$ cat src/rtl/pwr_clk_ctl.sv
module pwr_clk_ctl #(
  parameter int DLY_TICKS = 6
) (
  input  logic        clk,
  input  logic        rst_n,
  input  logic        wr_en,
  input  logic [10:0] wr_data,
  output logic [10:0] rd_data,
  input  logic        wake_evt,
  input  logic        slow_tick,
  input  logic        src_en,
  input  logic        io_cfg_en,
  output logic        div_stb,
  output logic        pll_en,
  output logic        pll_rst,
  output logic        diff_in_en,
  output logic        rf_pd_pin,
  output logic        sysclk_en,
  output logic        xtal_en,
  output logic [1:0]  ref_sel,
  output logic        bypass
);
  localparam logic [10:0] RST_WORD = 11'h036;
  localparam int TCW = $clog2(DLY_TICKS + 1);

  logic [10:0]    ctl;
  logic           pd_eff, busy;
  logic [TCW-1:0] tcnt;
  logic [2:0]     dcnt, dlim;
  logic           rf_off;

  always_ff @(posedge clk or negedge rst_n) begin
    if (!rst_n) ctl <= RST_WORD;
    else begin
      if (wr_en) ctl <= wr_data;
      if (wake_evt) ctl[10:8] <= 3'b000;
    end
  end

  always_ff @(posedge clk or negedge rst_n) begin
    if (!rst_n) begin
      pd_eff <= 1'b1;
      busy   <= 1'b0;
      tcnt   <= '0;
    end else if (wr_en && wr_data[2]) begin
      pd_eff <= 1'b1;
      busy   <= 1'b0;
    end else if (wr_en && !wr_data[2] && ctl[2]) begin
      busy <= 1'b1;
      tcnt <= '0;
    end else if (busy && slow_tick) begin
      if (tcnt == TCW'(DLY_TICKS - 1)) begin
        pd_eff <= 1'b0;
        busy   <= 1'b0;
      end else tcnt <= tcnt + 1'b1;
    end
  end

  assign dlim = 3'((4'd1 << ctl[7:6]) - 4'd1);

  always_ff @(posedge clk or negedge rst_n) begin
    if (!rst_n) dcnt <= '0;
    else if (wr_en && wr_data[7:6] != ctl[7:6]) dcnt <= '0;
    else if (src_en) dcnt <= (dcnt == dlim) ? 3'd0 : dcnt + 3'd1;
  end

  assign rf_off     = ctl[10] | ctl[0];
  assign rd_data    = ctl;
  assign div_stb    = src_en && (dcnt == dlim);
  assign pll_en     = !pd_eff && !ctl[9];
  assign pll_rst    = ctl[9];
  assign diff_in_en = !rf_off;
  assign rf_pd_pin  = io_cfg_en && rf_off;
  assign sysclk_en  = !ctl[8];
  assign xtal_en    = ctl[1];
  assign ref_sel    = ctl[4:3];
  assign bypass     = ctl[5];

  AST_PD_SET_FAST: assert property (@(posedge clk) disable iff (!rst_n)
    wr_en && wr_data[2] |=> !pll_en);
  AST_EN_AFTER_TICK: assert property (@(posedge clk) disable iff (!rst_n)
    !pd_eff && $past(pd_eff) |-> $past(slow_tick) && $past(busy));
  AST_CANCEL_HOLDS: assert property (@(posedge clk) disable iff (!rst_n)
    wr_en && wr_data[2] |=> !busy);
  AST_WAKE_CLEARS: assert property (@(posedge clk) disable iff (!rst_n)
    wake_evt |=> rd_data[10:8] == 3'b000);
  AST_SLEEP_RST: assert property (@(posedge clk) disable iff (!rst_n)
    pll_rst |-> !pll_en);
  AST_STB_NEEDS_SRC: assert property (@(posedge clk) disable iff (!rst_n)
    div_stb |-> src_en);
  AST_RATIO_RESTART: assert property (@(posedge clk) disable iff (!rst_n)
    wr_en && wr_data[7:6] != rd_data[7:6] && wr_data[7:6] != 2'b00 |=> !div_stb);
  AST_PIN_GATED: assert property (@(posedge clk) disable iff (!rst_n)
    !io_cfg_en |-> !rf_pd_pin);
endmodule

$ cat config.mk
export PLATFORM = sky130hd
export DESIGN_NAME = pwr_clk_ctl
export DESIGN_NICKNAME = d
export VERILOG_FILES = /design/src/rtl/pwr_clk_ctl.sv
export SDC_FILE = /design/constraint.sdc
export NUM_CORES = 1
export LEC_CHECK = 0
export BUFFER_PORTS_ARGS = -buffer_cell sky130_fd_sc_hd__clkbuf_2
export CORE_ASPECT_RATIO = 1.2
export CORE_UTILIZATION = 37
export DETAILED_ROUTE_END_ITERATION = 8
export PLACE_DENSITY_LB_ADDON = 0.1
export SLEW_MARGIN = 30
export SYNTH_ARGS = -nofsm -noshare
export SYNTH_HDL_FRONTEND = slang
export SYNTH_SLANG_ARGS = --single-unit
$ cat constraint.sdc
create_clock -name clk -period 1.7 [get_ports clk]
set_input_delay 0.085 -clock clk [delete_from_list [all_inputs] [get_ports clk]]
set_output_delay 0.085 -clock clk [all_outputs]
set_load 0.02 [all_outputs]
==> impl_metrics.tcl <==
set metrics [dict create \
    required_ps 1620 \
    crit_path_start_kind "flop" \
    irDropWorstVdd_mv 0.532 \
    crit_path_max_incr_delay_ps 510 \
    synthFlopType "dfrtp_1" \
    dr.pass1.iters 2 \
    critPathCaptureType "primary output" \
    finalSetupTns_ps -40.5 \
    power_density_nw_per_um2 984 \
    synth_fp_nets 107 \
    num-nets-final 153 \
    ioPinCount 39 \
    post_synth_mux_area_share_pct 12.6 \
    synthToLayoutAreaGrowth_pct 32.2 \
    worstPathCellList "or4_4, a21oi_2, o21a_2, buf_8" \
    r2r_setup_slack_ps 60 \
    failed_checks "setup timing" \
    num_rows 19 \
    fin_crit_ps 1740 \
    grt_util_met1_pct 16.6 \
    place.gp.congestion 0.743 \
    drc 0 \
    diodes 0 \
    leakage_nw 0.627 \
    cp_slowest_cell "or4_4" \
    layout_setup_ws_ps -40.5 \
    drv_slew 0 \
    dieArea_sq_um 2760 \
    synth_compound_area_share_pct 6.36 \
    cts-buffers-inserted 3 \
    hold_path.class "primary input to flop" \
    max_slew.worst_pin.slew_ps 462 \
    synth_seq_cells 19 \
    dr_total_vias 766 \
    wire_per_inst_microns 11.3 \
    path_max_fanout 4 \
    die_w_microns 48.1 \
    drt_iter0_markers 7 \
    fin_cells 162 \
    dp.final_hpwl_microns 1320 \
    worstSkewPairLatency_ps 290 \
    grtUsageTotal_pct 14.6 \
    ctsLongestPathBuffers 2 \
    worstSetupPathType "flop to primary output" \
    outcome "complete, but fails checks" \
    hold_viol 0 \
    skew_ps 12.0 \
    yosys.area_share.simple_pct 14.8 \
    synth_xor_area_share_pct 5.56 \
    grt-ovfl-total 0 \
    synth_edf_count 0 \
    drive_above_1_share_pct 49.6 \
    grt-busiest-layer "met2" \
    dpl.cell_count 151 \
    ant_nets 0 \
    grt_pass1_vias 670 \
    fmax_ghz 0.575 \
    netlist_instances 86 \
    die_h_microns 57.4 \
    syn_area_sq_um 945 \
    relSlewSlack_pct 69.2 \
    antenna_found_initial 0 \
    rsz0062_at_grt "true" \
    grt_pass1_wl_microns 2810 \
    clkTransAtPathRegs_ps 110 \
    cts-root-buf "clkbuf_4" \
    yosysSeqAreaShare_pct 51.0 \
    core_sq_um 2350 \
    use_met3_pct 2.85 \
    grt_max_degree 20 \
    synth_top_family_by_area "simple AND/OR/NAND/NOR gates" \
    synth.distinct_cells 27 \
    grt_use_met2_pct 25.3 \
    start_util_pct 40.1 \
    fin_crit_sh_pct 102 \
    yosys_warnings 0 \
    clock_sinks 19 \
    cp.arrival_ps 1660 \
    viasPerCell 4.73 \
    synth_fa_ha_area_share_pct 3.97 \
    synthArstFlopShare_pct 100 \
    port_buffers 38 \
    setup_violations 1 \
    cts_max_level 1 \
    cts_tree "done" \
    wirelength_microns 1840 \
    maxCapViolCount 0 \
    synth.avg_cell_area_sq_um 11.0 \
]
## report_power, final
| part | total (mW) | switching (mW) | internal, mW |
|---|---|---|---|
| Combinational | 0.393 | 0.202 | 0.191 |
| Sequential | 0.610 | 0.0754 | 0.535 |
| Clock | 0.225 | 0.134 | 0.0911 |
| Total | 1.23 | 0.411 | 0.817 |
## synthesized netlist by cell type (all sizes together) (2+ instances only)
cell	count	area, sq um
buf	6	42.5
nand3	3	15.0
dfstp	5	131
a21oi	3	15.0
nand2	7	26.3
a21boi	2	15.0
ha	3	37.5
mux2	7	78.8
nor2	8	30.0
dfrtp	14	350
nand4	2	12.5
mux2i	4	40.0
xnor2	3	26.3
inv	3	11.3
xor2	3	26.3
nor3	3	15.0
## registers in the layout (all words and copies together), names as in the netlist
signal,cells
busy,1
pd_eff,1
dcnt,3
tcnt,3
rd_data,11
## kinds of logic after synthesis
| family | after synthesis |
|---|---|
| flops | 19 |
| fa+ha+maj | 3 |
| compound gates | 9 |
| xor+xnor | 6 |
| mux | 11 |
| simple gates | 29 |
| buf+inv | 9 |
## worst paths after layout
| check | from | to | cells past startpoint |
|---|---|---|---|
| max | rd_data[7] | div_stb | 4 |
| min | wr_data[3] | rd_data[3] | 2 |
| max reg2reg | rd_data[7] | dcnt[1] | 6 |
| min reg2reg | rd_data[2] | rd_data[2] | 2 |
| max in group asynchronous | rst_n | pd_eff | 2 |
| min in group asynchronous | rst_n | rd_data[8] | 2 |
## critical path, delay by kind of cell, from the launching register on
kind,cells,cell delay [ps]
compound gates,2,310
simple gates,1,510
flops,1,440
buf+inv,1,110
## layout by cell type, fill, tap and decap left out, drive strengths merged, types with 2 or more instances in the layout
master and n:
clkbuf 41, dfrtp 14, nor2 8, buf 8, nand2 7, mux2 7
dfstp 5, mux2i 4, inv 3, nand3 3, xor2 3, xnor2 3
nor3 3, ha 3, a21oi 3, nand4 2, a21boi 2, dlygate4sd3 2
## routing by layer
| metal | share of wire, % | up-vias |
|---|---|---|
| met5 | 0 | - |
| met4 | 0.98 | 0 |
| met3 | 3.9 | 2 |
| met2 | 54 | 22 |
| met1 | 41 | 360 |
| li1 | - | 382 |
## final cells by class
cell class | count | area [sq um]
multi-input combinational | 58 | 417
fill | 221 | 1100
tap | 31 | 38.8
inverter | 3 | 11.3
clock buffer | 4 | 26.3
sequential | 19 | 483
timing repair buffer | 47 | 273
## stage by stage
stage / hold WS, ps / util [%] / worst slack [ps] / total power [mW] / area [sq um]
2_1_floorplan: -211 / - / 140 / 0.847 / 945
6_report: 15.2 / 53.1 / -40.5 / 1.23 / 1250
3_5_place_dp: 64.4 / 48.7 / 186 / 0.958 / 1150
3_3_place_gp: 61.3 / 48.7 / 208 / 0.943 / 1150
5_1_grt: 6.33 / 53.1 / -95.3 / 1.32 / 1250
4_1_cts: 10.7 / 51.7 / -34.7 / 1.21 / 1220
## repair_timing
action,CTS,global route
setup endpoints to repair,1,1
gates resized for setup,3,3
hold endpoints to repair,17,0
pin swaps,1,2
hold buffers,2,0
gates cloned,0,0
buffers inserted,2,3
Power figures use the tool's default switching activity.
